File: src/rtl/dac_stream_pkg.sv
package dac_stream_pkg;
  typedef enum logic [2:0] {
    ST_PRE_LO,
    ST_PRE_HI,
    ST_WAIT,
    ST_LOW,
    ST_HIGH
  } seq_state_e;
endpackage

File: src/rtl/dac_tick_div.sv
module dac_tick_div #(
  parameter int DIV_W = 16
) (
  input  logic             clk_i,
  input  logic             rst_ni,
  input  logic             en_i,
  input  logic [DIV_W-1:0] div_i,
  output logic             tick_o
);
  logic [DIV_W-1:0] cnt_q;

  // >= so that lowering div_i mid-count cannot skip a wrap
  assign tick_o = en_i && (cnt_q >= div_i);

  always_ff @(posedge clk_i or negedge rst_ni) begin
    if (!rst_ni)                 cnt_q <= '0;
    else if (!en_i || tick_o)    cnt_q <= '0;
    else                         cnt_q <= cnt_q + DIV_W'(1);
  end


  tick_spacing_chk: assert property (@(posedge clk_i) disable iff (!rst_ni)
    (tick_o && div_i != '0 && $stable(div_i)) |=> !tick_o);
endmodule

File: src/rtl/dac_word_fifo.sv
module dac_word_fifo #(
  parameter int WORD_W = 32,
  parameter int DEPTH  = 8
) (
  input  logic              clk_i,
  input  logic              rst_ni,
  input  logic              push_i,
  input  logic [WORD_W-1:0] data_i,
  output logic              ready_o,
  input  logic              pop_i,
  output logic              empty_o,
  output logic [WORD_W-1:0] head_o
);
  localparam int AW = $clog2(DEPTH);

  logic [WORD_W-1:0] mem_q [DEPTH];
  logic [AW:0]       wptr_q, rptr_q, count;
  logic              do_push, do_pop;

  assign count   = wptr_q - rptr_q;
  assign ready_o = count != (AW+1)'(DEPTH);
  assign empty_o = count == '0;
  assign do_push = push_i && ready_o;
  assign do_pop  = pop_i && !empty_o;
  assign head_o  = mem_q[rptr_q[AW-1:0]];

  always_ff @(posedge clk_i) begin
    if (do_push) mem_q[wptr_q[AW-1:0]] <= data_i;
  end

  always_ff @(posedge clk_i or negedge rst_ni) begin
    if (!rst_ni) begin
      wptr_q <= '0;
      rptr_q <= '0;
    end else begin
      if (do_push) wptr_q <= wptr_q + (AW+1)'(1);
      if (do_pop)  rptr_q <= rptr_q + (AW+1)'(1);
    end
  end


  full_hold_chk: assert property (@(posedge clk_i) disable iff (!rst_ni)
    (!ready_o && !pop_i) |=> $stable(count));

  depth_bound_chk: assert property (@(posedge clk_i) disable iff (!rst_ni)
    count <= (AW+1)'(DEPTH));
endmodule

File: src/rtl/dac_byte_seq.sv
module dac_byte_seq
  import dac_stream_pkg::*;
#(
  parameter int WORD_W = 32,
  parameter int BYTE_W = 8
) (
  input  logic              clk_i,
  input  logic              rst_ni,
  input  logic              en_i,
  input  logic              tick_i,
  input  logic              trig_i,
  output logic              trig_clr_o,
  input  logic              fifo_empty_i,
  input  logic [WORD_W-1:0] fifo_head_i,
  output logic              fifo_pop_o,
  output logic [BYTE_W-1:0] dac_data_o,
  output logic              dac_clk_o
);
  localparam int NB = WORD_W / BYTE_W;
  localparam int IW = $clog2(NB);

  seq_state_e        state_q;
  logic              ph_q;
  logic [IW-1:0]     idx_q;
  logic [WORD_W-1:0] word_q;
  logic [BYTE_W-1:0] data_q;
  logic              clk_q, clr_q;
  logic              need_byte, starved;
  logic [BYTE_W-1:0] cur_byte;

  assign need_byte  = en_i && tick_i && state_q == ST_LOW && !ph_q;
  assign starved    = idx_q == '0 && fifo_empty_i;
  assign fifo_pop_o = need_byte && !starved && idx_q == '0;
  assign cur_byte   = (idx_q == '0) ? fifo_head_i[BYTE_W-1:0]
                                    : word_q[idx_q*BYTE_W +: BYTE_W];

  always_ff @(posedge clk_i or negedge rst_ni) begin
    if (!rst_ni) begin
      state_q <= ST_PRE_LO;
      ph_q    <= 1'b0;
      idx_q   <= '0;
      word_q  <= '0;
      data_q  <= '0;
      clk_q   <= 1'b0;
      clr_q   <= 1'b0;
    end else if (!en_i) begin
      state_q <= ST_PRE_LO;
      ph_q    <= 1'b0;
      idx_q   <= '0;
      data_q  <= '0;
      clk_q   <= 1'b0;
      clr_q   <= 1'b0;
    end else begin
      clr_q <= 1'b0;
      if (tick_i) begin
        unique case (state_q)
          ST_PRE_LO: begin
            data_q  <= '0;
            clk_q   <= 1'b1;
            state_q <= ST_PRE_HI;
          end
          ST_PRE_HI: begin
            clk_q   <= 1'b0;
            state_q <= ST_WAIT;
          end
          ST_WAIT: begin
            if (trig_i) begin
              clr_q   <= 1'b1;
              ph_q    <= 1'b0;
              state_q <= ST_LOW;
            end
          end
          ST_LOW: begin
            if (!ph_q) begin
              if (!starved) begin
                data_q <= cur_byte;
                if (idx_q == '0) word_q <= fifo_head_i;
                idx_q  <= idx_q + IW'(1);
                ph_q   <= 1'b1;
              end
            end else begin
              ph_q    <= 1'b0;
              clk_q   <= 1'b1;
              state_q <= ST_HIGH;
            end
          end
          ST_HIGH: begin
            if (!ph_q) ph_q <= 1'b1;
            else begin
              ph_q    <= 1'b0;
              clk_q   <= 1'b0;
              state_q <= ST_LOW;
            end
          end
          default: state_q <= ST_PRE_LO;
        endcase
      end
    end
  end

  assign dac_data_o = data_q;
  assign dac_clk_o  = clk_q;
  assign trig_clr_o = clr_q;


  data_stable_high_chk: assert property (@(posedge clk_i) disable iff (!rst_ni)
    (dac_clk_o && $past(dac_clk_o)) |-> $stable(dac_data_o));

  clr_single_chk: assert property (@(posedge clk_i) disable iff (!rst_ni)
    trig_clr_o |=> !trig_clr_o);

  disable_idle_chk: assert property (@(posedge clk_i) disable iff (!rst_ni)
    !en_i |=> (!dac_clk_o && dac_data_o == '0));

  wait_clk_low_chk: assert property (@(posedge clk_i) disable iff (!rst_ni)
    state_q == ST_WAIT |-> !dac_clk_o);

  starve_hold_chk: assert property (@(posedge clk_i) disable iff (!rst_ni)
    (en_i && state_q == ST_LOW && !ph_q && starved) |=> $stable(dac_data_o));
endmodule

File: src/rtl/dac_streamer.sv
module dac_streamer #(
  parameter int WORD_W     = 32,
  parameter int BYTE_W     = 8,
  parameter int FIFO_DEPTH = 8,
  parameter int DIV_W      = 16
) (
  input  logic              clk_i,
  input  logic              rst_ni,
  input  logic              en_i,
  input  logic [DIV_W-1:0]  div_i,
  input  logic              wr_valid_i,
  input  logic [WORD_W-1:0] wr_data_i,
  output logic              wr_ready_o,
  input  logic              trig_i,
  output logic              trig_clr_o,
  output logic [BYTE_W-1:0] dac_data_o,
  output logic              dac_clk_o
);
  logic              tick, fifo_empty, fifo_pop;
  logic [WORD_W-1:0] fifo_head;

  dac_tick_div #(.DIV_W(DIV_W)) u_div (
    .clk_i(clk_i), .rst_ni(rst_ni), .en_i(en_i), .div_i(div_i), .tick_o(tick)
  );

  dac_word_fifo #(.WORD_W(WORD_W), .DEPTH(FIFO_DEPTH)) u_fifo (
    .clk_i(clk_i), .rst_ni(rst_ni),
    .push_i(wr_valid_i), .data_i(wr_data_i), .ready_o(wr_ready_o),
    .pop_i(fifo_pop), .empty_o(fifo_empty), .head_o(fifo_head)
  );

  dac_byte_seq #(.WORD_W(WORD_W), .BYTE_W(BYTE_W)) u_seq (
    .clk_i(clk_i), .rst_ni(rst_ni), .en_i(en_i), .tick_i(tick),
    .trig_i(trig_i), .trig_clr_o(trig_clr_o),
    .fifo_empty_i(fifo_empty), .fifo_head_i(fifo_head), .fifo_pop_o(fifo_pop),
    .dac_data_o(dac_data_o), .dac_clk_o(dac_clk_o)
  );
endmodule

File: config.mk
export PLATFORM = sky130hd
export DESIGN_NAME = dac_streamer
export DESIGN_NICKNAME = d
export VERILOG_FILES = /design/src/rtl/dac_stream_pkg.sv /design/src/rtl/dac_tick_div.sv /design/src/rtl/dac_word_fifo.sv /design/src/rtl/dac_byte_seq.sv /design/src/rtl/dac_streamer.sv
export SDC_FILE = /design/constraint.sdc
export NUM_CORES = 1
export LEC_CHECK = 0
export BUFFER_PORTS_ARGS = -buffer_cell sky130_fd_sc_hd__buf_2
export CAP_MARGIN = 30
export CORE_ASPECT_RATIO = 1.5
export CORE_MARGIN = 1
export CORE_UTILIZATION = 46
export CTS_CLUSTER_SIZE = 24
export DETAILED_ROUTE_END_ITERATION = 16
export GPL_ROUTABILITY_DRIVEN = 0
export PLACE_DENSITY_LB_ADDON = 0.12
export SLEW_MARGIN = 25
export SYNTH_ARGS = -nofsm -noshare
export SYNTH_HDL_FRONTEND = slang
export SYNTH_HIERARCHICAL = 1
export SYNTH_SLANG_ARGS = --single-unit
File: constraint.sdc
create_clock -name clk_i -period 5.5 [get_ports clk_i]
set_input_delay 0.55 -clock clk_i [delete_from_list [all_inputs] [get_ports clk_i]]
set_output_delay 0.55 -clock clk_i [all_outputs]
set_load 0.05 [all_outputs]
## Yosys cells after proc, flatten, opt, wreduce, memory -nomap -nowiden

Memory sizes are Yosys's and may differ from the RTL's.
Index checks and enable logic that the tools add are counted.

- Equality and inequality tests: 17
- Bitwise gates (word level): 2
- Mux-type cells: 36
- Add/sub/neg operators: 5
- Shifts and indexed selects: 1
- Order comparisons: 1
- Reductions and logical operators: 23

Operators with widths:

| kind | number |
|---|---|
| $mux 8 | 5 |
| $shiftx 32x6->8 | 1 |
| $add 16x1->16 const B | 1 |
| $ge 16x16->1 | 1 |
| $mux 1 | 16 |
| $mux 16 | 1 |
| $pmux 8 s2 | 1 |
| $reduce_and 4->1 | 4 |
| $mux 3 | 5 |
| $pmux 3 s5 | 1 |
| $mux 2 | 5 |
| $logic_and 1x1->1 | 9 |
| $ne 3x3->1 const B | 3 |
| $add 4x1->4 const B | 2 |
| $eq 3x2->1 const B | 2 |
| $ne 3x2->1 const B | 2 |
| $reduce_and 6->1 | 1 |
| $ne 5x1->1 const B | 1 |
| $logic_not 1->1 | 4 |
| $logic_not 4->1 | 1 |
| $ne 2x1->1 const B | 2 |
| $ne 2x2->1 const B | 2 |
| $ne 4x1->1 const B | 1 |
| $ne 4x4->1 const B | 1 |
| 12 further kinds | 13 |

- Logic and storage cells: 96
- Bits in registers: 72
- RAM bits: 256
- Input bits: 53
- Memories: 1
- Output and inout bits: 11

Memory list:

| name | depth | bits a word | rd ports | clocked after Yosys merged registers in | wr ports | RTL line | source |
|---|---|---|---|---|---|---|---|
| u_fifo.mem_q | 8 | 32 | 1 | 0 | 1 | dac_word_fifo.sv:16 | `logic [WORD_W-1:0] mem_q [DEPTH];` |

## Depth between registers and ports, before layout

Gate-level depths: netlist (run 1).

- Depth in word-level cells: 8
- Depth in mapped cells: 17
- Mapped depth without buffers: 13

## By module

Netlist (run 1), hierarchy kept.

By module, submodules not included:

| module | area each (sq um) | sequential area each (sq um) | cells each | instances |
|---|---|---|---|---|
| dac_word_fifo | 10203.5 | 7887.6 | 501 | 1 |
| dac_byte_seq | 2491.1 | 1201.2 | 198 | 1 |
| dac_tick_div | 1182.4 | 400.4 | 127 | 1 |

## Least setup slack after synthesis (run 1)

OpenSTA, ideal clock, no wires.

- Path type: reg2reg
- From: register u_fifo.rptr_q[2]
- To: memory u_fifo.mem_q[0][0] (enable)
- Slack: 0.890 ns
- Period minus slack after synthesis: 4.610 ns
- Cell stages (with the launch flop): 10
- Setup time: 0.461 ns
- Path buffers: 2
- Arrival: 4.149 ns
- Data required time: 5.039 ns
- Cells stage by stage: dfrtp_1 clkbuf_1 inv_2 clkbuf_1 ha_1 a21oi_1 nand2_2 xnor2_2 o21bai_1 nor3_1

- Word-level cells in the longest chain between the ends: 5

Ends and longest elaborated chain:

| what | RTL line | source |
|---|---|---|
| start, declared | dac_word_fifo.sv:17 | `logic [AW:0] wptr_q, rptr_q, count;` |
| start signal, assigned | dac_word_fifo.sv:37 | `if (do_pop) rptr_q <= rptr_q + (AW+1)'(1);` |
| $sub 4x4->4 | dac_word_fifo.sv:20 | `assign count = wptr_q - rptr_q;` |
| $ne 4x4->1 | dac_word_fifo.sv:21 | `assign ready_o = count != (AW+1)'(DEPTH);` |
| $logic_and 1x1->1 | dac_word_fifo.sv:23 | `assign do_push = push_i && ready_o;` |
| $mux 1 | dac_word_fifo.sv:28 | `if (do_push) mem_q[wptr_q[AW-1:0]] <= data_i;` |
| $mux 1 (not written as such) | dac_word_fifo.sv:28 |  |
| end, declared | dac_word_fifo.sv:16 |  |

No other way between the ends.

## Worst setup path after layout (run 1)

- From: register u_fifo.rptr_q[2]
- To: register u_seq.word_q[7]

- Word-level cells in the longest chain between the ends: 5
- Elaborated cells on any way between the ends: 6
- Those cells by class: add/sub (1); bitwise (1); reduce/logical (3); memory (1)

Ends and longest elaborated chain:

| what | RTL line | source |
|---|---|---|
| $sub 4x4->4 | dac_word_fifo.sv:20 |  |
| $logic_not 4->1 | dac_word_fifo.sv:22 | `assign empty_o = count == '0;` |
| named net fifo_empty | dac_streamer.sv:19 | `logic tick, fifo_empty, fifo_pop;` |
| $logic_and 1x1->1 | dac_byte_seq.sv:32 | `assign starved = idx_q == '0 && fifo_empty_i;` |
| $not 1->1 (no line) | n/a |  |
| $reduce_and 6->1 (no line) | n/a |  |
| end signal, assigned | dac_byte_seq.sv:77 | `if (idx_q == '0) word_q <= fifo_head_i;` |
| end, declared | dac_byte_seq.sv:25 | `logic [WORD_W-1:0] word_q;` |

The timed path passes the listed nets, and every way through them passes these cells.
A chain may end at the register's enable or synchronous reset.

==> run metrics, run 1 <==
Synthesis Warnings=6; total net switching power=1.420 mW; R2R Path Start=u_fifo/rptr_q[2]; vias in the first global route=7,791; post-synth net total=902; crit path kind=flop to flop; Area growth, synth to finish=12.97%; cell area after synthesis=0.01388 mm2; critical path, cell by cell=inv_2 > ha_1 > a21oi_1 > nand2_2 > xor2_2 > nor2_1 > nand4bb_2 > buf_4 > mux2_4; final hold slack=254.6 ps; WL final=29,000 um; H-tree Lvls=1; clock root cell=clkbuf_16; Final Setup Violations=0; CTS buffer count=30; post-cts sizing count=0; Synth area leaders=edfxtp_1, dfrtp_1, mux4_2; most instantiated library cell after synthesis=edfxtp_1; status=completed; post-route insts no fill=1,319; ys async rst share=21.95%; first-pass GRT wire length=45,080 um; Port-buffer cells=63; io pins=64; M1 WL=11,560 um; internal cell power=4.427 mW; wire length per cell=21.98 um; post-CTS setup buffer count=0; initial antenna violation count=1; Tcrit/Tclk final=67.00%; met2 WL post-DR=15,730 um; worst hold path depth=1; fin crit period=3685 ps; TritonRoute pass-1 iters=6; setup_tns=0 ps; top_reg_cell synth=edfxtp_1; Setup crit start=u_fifo/rptr_q[2]; # rows=77; largest area contributor in the netlist=edfxtp_1; top routing layer used=met5; RSZ-0062 raised after global routing=no; worst-path maximum fanout=33; Max Clk Rate=271.4 MHz; Die Width=143.8 um; Max Cap Violations=0; GRT overflow=0; Post-synth top cells=edfxtp_1, nand2_1, dfrtp_1, mux4_2, mux2_4; share of layout cells above drive strength 1=27.49%; worst hold endpoint=u_fifo/mem_q[7][3]; slew of the pin with the lowest slew margin=979.2 ps; worst reg-to-reg path cell count=9; DR iter-0 viols=381; fill count=2,414; Layout Nets=977; Vias/cell=5.450; Avg Cell Area, Syn=16.80 um2; Final Instance Area=0.01568 mm2; Final Hold Fails=0; CTS tree=yes; WP data arrival=4130 ps; synthesized flop and latch total=328; Clk pin slew, worst setup/hold paths=70 ps; wire length on met3=906 um; Starting Density=46.92%; area of the core=0.02958 mm2; clk sinks=328; DP Area=0.01463 mm2; Reg-to-Reg End=u_seq/word_q[7]; Yosys top cell area share=55.40%; Post-DRT Antenna Nets=0; clock latency on the worst-skew pair=560 ps; fin util=53.01%; Flop pwr share=52.8%; sw frac=24.28%; clock share of power=35.8%; worst hold path class=input pin to flop; Cells after DPL=1,261; post-synth cell types=62; slowest cell delay on critical path=690 ps; Max Clock Skew=9.671 ps; leakage=5.773 nW; Clock Path Buffers=3; die area=0.03088 mm2; EDFF count, synth=256; post-detail-place hpwl=18,040 um; reg-to-reg slack, setup=1810 ps; Power Density=372.9 mW/mm2; Worst Setup Start Kind=flop; fin. max-slew vios=0; Gate power share=11.3%; slew margin rel.=34.72%; maximum VDD drop=251.5 uV; GR Util All Layers=19.86%; Antenna diodes=0; drc violations=0; synthesized instance count=826; crit path capture type=flop; Crit-path slowest cell=nand4bb_2; HP Start=wr_data_i[3]; vias post-DR=7,189; die height=214.7 um; Seq/Total Area, Yosys=68.38%; largest net degree at the start of global routing=73; Worst Path Required=5940 ps
-- cell usage in the layout, fill, tap and decap left out, drive strengths merged, types with 3 or more instances in the layout --
cell type	count
a21boi	3
a21oi	15
a32o	8
and3	4
and4	4
buf	80
bufinv	4
clkbuf	37
clkinv	9
clkinvlp	5
dfrtp	72
edfxtp	256
ha	23
inv	26
mux2	34
mux2i	17
mux4	64
nand2	126
nand2b	4
nand3	14
nand3b	3
nand4	12
nor2	28
nor2b	12
nor3	7
o21ai	9
xnor2	11
xor2	14
-- state kept, by name, indices dropped and copies added, names as in the netlist --
signal,count
u_div/cnt_q,16
u_fifo/mem_q,256
u_fifo/rptr_q,4
u_fifo/wptr_q,4
u_seq/dac_clk_o,1
u_seq/dac_data_o,8
u_seq/idx_q,2
u_seq/ph_q,1
u_seq/state_q,3
u_seq/trig_clr_o,1
u_seq/word_q,32
-- routing by layer --
metal  GRT usage [%]  vias to the layer above
met1           23.88                     3719
met2           36.33                      137
met5               0                        -
met3           2.250                       42
li1                -                     3289
met4           6.915                        2
-- timing repair --
| action | in CTS | in global routing |
|---|---|---|
| hold buffers | 0 | 1 |
| endpoints found under the hold margin | 0 | 18 |
| endpoints found under the setup margin | 0 | 0 |
-- area by class of cell --
| type | instances | area, um2 | share of cell area (%) |
|---|---|---|---|
| clock inverters | 18 | 188.9 | 1.205 |
| repair buffers | 81 | 498.0 | 3.176 |
| well taps | 395 | 494.2 | 3.152 |
| inverters | 26 | 97.59 | 0.6225 |
| clock buffers | 37 | 798.3 | 5.092 |
| flip-flops and latches | 328 | 9494 | 60.56 |
| multi-input cells | 434 | 4106 | 26.19 |
-- through the flow --
stage                     setup slack (ps)  power, mW
after floorplan                      889.7      3.518
after global placement                1741      3.777
after detailed placement              1616      3.819
after CTS                             1790      5.915
after global routing                  1554      6.066
final                                 1815      5.846
-- worst max-delay path, delay by kind of cell (launching register included) --
kind	cells	cell delay, ps
flops	1	390
mux	1	330
xor+xnor	1	270
compound gates	1	180
buf+inv	2	1050
simple gates	3	920
fa+ha+maj	1	400
-- kinds of logic (layout without fill, tap and decap cells) --
group	count (synthesis)	after routing	synth area share, %
buf+inv	64	162	2.425
flops	328	328	68.38
mux	115	115	15.16
simple gates	221	221	7.655
compound gates	50	50	2.570
xor+xnor	25	25	1.740
fa+ha+maj	23	23	2.074
-- how the worst max path moves through the flow --
stage	endpoint	slack (ps)	cells after the start
floorplan	u_fifo/mem_q[0][0]	890	9
global route	u_fifo/rptr_q[3]	1550	12
detailed placement	u_seq/word_q[12]	1620	12
CTS	u_seq/word_q[12]	1790	9
global placement	u_seq/word_q[14]	1740	12
finish	u_seq/word_q[7]	1810	9
-- power groups by stage --
stage          sequential [mW]  clock [mW]  combinational, mW
6_report                  3.09        2.09              0.663
5_1_grt                   3.11        2.23              0.722
4_1_cts                   3.09        2.15              0.677
3_5_place_dp              3.14           0              0.677
3_3_place_gp              3.12           0              0.653
2_1_floorplan             3.11           0              0.403
Power figures use the tool's default switching activity.
==> run 2: changes to the inputs <==
--- a/config.mk
+++ b/config.mk
@@ -5,6 +5,7 @@
 export SDC_FILE = /design/constraint.sdc
 export NUM_CORES = 1
 export LEC_CHECK = 0
+export ABC_AREA = 1
 export BUFFER_PORTS_ARGS = -buffer_cell sky130_fd_sc_hd__buf_2
 export CAP_MARGIN = 30
 export CORE_ASPECT_RATIO = 1.5
==> constraint.sdc (replaced) <==
create_clock -name clk_i -period 3.29 [get_ports clk_i]
set_input_delay 0.329 -clock clk_i [delete_from_list [all_inputs] [get_ports clk_i]]
set_output_delay 0.329 -clock clk_i [all_outputs]
set_load 0.05 [all_outputs]
==> run 2 against run 1 <==
Compared with the run above:
- sequential power up 67%
- fmax up 40%
- first-iteration DRC count up 18%
- synthesized area up 4.6%
- worst hold slack worse by 230 ps
- final area up 3.9%
- combinational power up 99%
- power up 72%
- clock skew up 13 ps
- register-to-register slack worse by 1200 ps
- critical endpoint is now u_fifo/mem_q[2][3]
- largest power group unchanged
- highest routed layer is now met4
==> run metrics, run 2 <==
fill count=2,744 (+14%); Clock Path Buffers=3 (unchanged); Top delay family on crit path=simple AND/OR/NAND/NOR gates; initial antenna violation count=0 (-1); top routing layer used=met4; Max Clk Rate=380.0 MHz (+40%); R2R Path Start=u_fifo/wptr_q[2]; wire length per cell=17.77 um (-19%); post-synth net total=1,396 (+55%); Max Clock Skew=23.07 ps (+13.40 ps); Worst Path Required=3550 ps (-2390 ps); WL final=32,120 um (+11%); DR iter-0 viols=450 (+18%); met2 WL post-DR=16,330 um (+3.8%); number of flip-flops in the largest register=256 (unchanged); Cells after DPL=1,746 (+38%); Worst Setup Start Kind=flop; fin crit period=2632 ps (-1054 ps); Yosys top cell area share=52.95% (-2.4 points); commonest non-fill, non-tap cell in the layout=nand2_1; worst-path maximum fanout=25 (-24%); vias in the first global route=9,449 (+21%); total power=10.06 mW (+72%); Final Hold Fails=0 (unchanged); fin util=52.49% (-0.51 points); top_reg_cell synth=edfxtp_1; EDFF count, synth=256 (unchanged); RSZ-0062 raised after global routing=no; slowest cell delay on critical path=470 ps (-220 ps); Port-buffer cells=63 (unchanged); leakage=6.454 nW (+12%); crit path kind=flop to flop; # rows=79 (+2.6%); setup_tns=0 ps (unchanged); Post-synth top cells=nand2_1, edfxtp_1, nor2_1, o21ai_0, inv_1; most frequent CP cell=nand3_1; post-detail-place hpwl=18,180 um (+0.80%); Reg-to-Reg End=u_fifo/mem_q[2][3]; largest area contributor in the netlist=edfxtp_1; Die Width=147.1 um (+2.3%); HP Start=wr_data_i[13]; CTS tree=yes; CP bufs+invs=1 (-1); Layout Nets=1,455 (+49%); post-cts sizing count=0 (unchanged); Synthesis Warnings=6 (unchanged); synthesized flop and latch total=328 (unchanged); TritonRoute pass-1 iters=4 (-2); wire length on met3=1326 um (+46%); Power Density=617.3 mW/mm2 (+66%); most instantiated library cell after synthesis=nand2_1; clock latency on the worst-skew pair=570 ps (about the same); crit path capture type=flop; die height=219.6 um (+2.3%); ys async rst share=21.95% (unchanged); worst hold path class=input pin to flop; H-tree Lvls=1 (unchanged); synthesized instance count=1,320 (+60%); Clk pin slew, worst setup/hold paths=70 ps (about the same); vias post-DR=9,410 (+31%); Max Cap Violations=0 (unchanged); area of the core=0.03104 mm2 (+4.9%); die area=0.03229 mm2 (+4.6%); Antenna diodes=0 (unchanged); slew margin rel.=36.12% (+1.4 points); Starting Density=46.78% (-0.14 points); Synth area leaders=edfxtp_1, dfrtp_1, nand2_1; Seq/Total Area, Yosys=65.36% (-3.0 points); status=completed; post-synth cell types=39 (-37%); Post-DRT Antenna Nets=0 (unchanged); clock root cell=clkbuf_16; Final Setup Violations=0 (unchanged); io pins=64 (unchanged); worst hold endpoint=u_fifo/mem_q[6][13]; post-route insts no fill=1,807 (+37%); maximum VDD drop=432.1 uV (+72%); most frequent cells in the layout=nand2_1, edfxtp_1, nor2_1; cell area after synthesis=0.01452 mm2 (+4.6%); GR Util All Layers=20.74% (+0.88 points); share of layout cells above drive strength 1=16.90% (-11 points); CTS buffer count=31 (+3.3%); Tcrit/Tclk final=79.99% (+13 points); worst hold path depth=1 (unchanged); WP data arrival=2890 ps (-1240 ps); clk sinks=328 (unchanged); critical path, cell by cell=ha_1 > or2_1 > nand3_1 > nand2_2 > nand2_4 > nand3_1 > nor2_4 > buf_12; largest net degree at the start of global routing=132 (+81%); GRT overflow=0 (unchanged); first-pass GRT wire length=51,600 um (+14%); M1 WL=13,470 um (+16%); Crit-path slowest cell=dfrtp_1; Vias/cell=5.208 (-4.5%); reg-to-reg slack, setup=660 ps (-1160 ps); worst reg-to-reg path cell count=8 (-1); Avg Cell Area, Syn=11.00 um2 (-35%); slew of the pin with the lowest slew margin=958.1 ps (-21.07 ps); fin. max-slew vios=0 (unchanged); Area growth, synth to finish=12.21%; drc violations=0 (unchanged)
[run 2: routing by layer]
metal	vias up	GRT usage, %
met3	53	2.588
met1	4545	25.46
met2	187	37.19
met5	-	0
met4	0	7.801
li1	4625	-
[run 2: where the power goes]
group / total [mW] / internal (mW) / switching, mW
combinational: 1.32 / 0.376 / 0.944
clock: 3.57 / 2.07 / 1.50
sequential: 5.16 / 5.01 / 0.155
[run 2: worst max path at each step]
| stage | cells past startpoint | startpoint | to |
|---|---|---|---|
| floorplan | 10 | u_fifo/rptr_q[2] | u_fifo/mem_q[2][0] |
| global placement | 8 | u_fifo/wptr_q[2] | u_fifo/mem_q[2][3] |
| detailed placement | 8 | u_fifo/wptr_q[2] | u_fifo/mem_q[2][3] |
| CTS | 6 | u_fifo/wptr_q[2] | wr_ready_o |
| global route | 16 | u_div/cnt_q[3] | u_seq/word_q[11] |
| finish | 8 | u_fifo/wptr_q[2] | u_fifo/mem_q[2][3] |
[run 2: repair_timing]
| item | CTS | global route |
|---|---|---|
| hold buffers | 5 | 0 |
| hold endpoints to repair | 61 | 0 |
| setup buffers | 0 | 0 |
[run 2: cells by family (layout without fill, tap and decap cells)]
logic type / count (synthesis) / after routing / share of synthesized area [%]
and+or+nand+nor: 559 / 559 / 16.05
adders and majority gates: 23 / 23 / 1.982
DFF: 328 / 328 / 65.36
buffers and inverters: 156 / 238 / 5.670
AOI/OAI and AO/OA: 238 / 238 / 9.979
xor gates and xnor gates: 16 / 16 / 0.9652
[run 2: layout make-up]
| type | instances | area [um2] | area share [%] |
|---|---|---|---|
| Sequential cell | 328 | 9494 | 58.28 |
| Multi-Input combinational cell | 836 | 4259 | 26.14 |
| Clock buffer | 41 | 863.3 | 5.299 |
| Timing Repair Buffer | 90 | 658.1 | 4.040 |
| Tap cell | 405 | 506.7 | 3.110 |
| Inverter | 92 | 347.8 | 2.135 |
| Clock inverter | 15 | 162.7 | 0.9984 |
[run 2: stage by stage]
stage                     setup WS, ps  hold WS (ps)  cell area, um2
after floorplan                 -449.7         33.41           14530
after global placement           717.4         466.4           15200
after detailed placement         666.1         353.5           15220
after global routing             452.8         24.52           16290
final                            658.3         28.59           16290
after CTS                        642.7        0.1101           16290
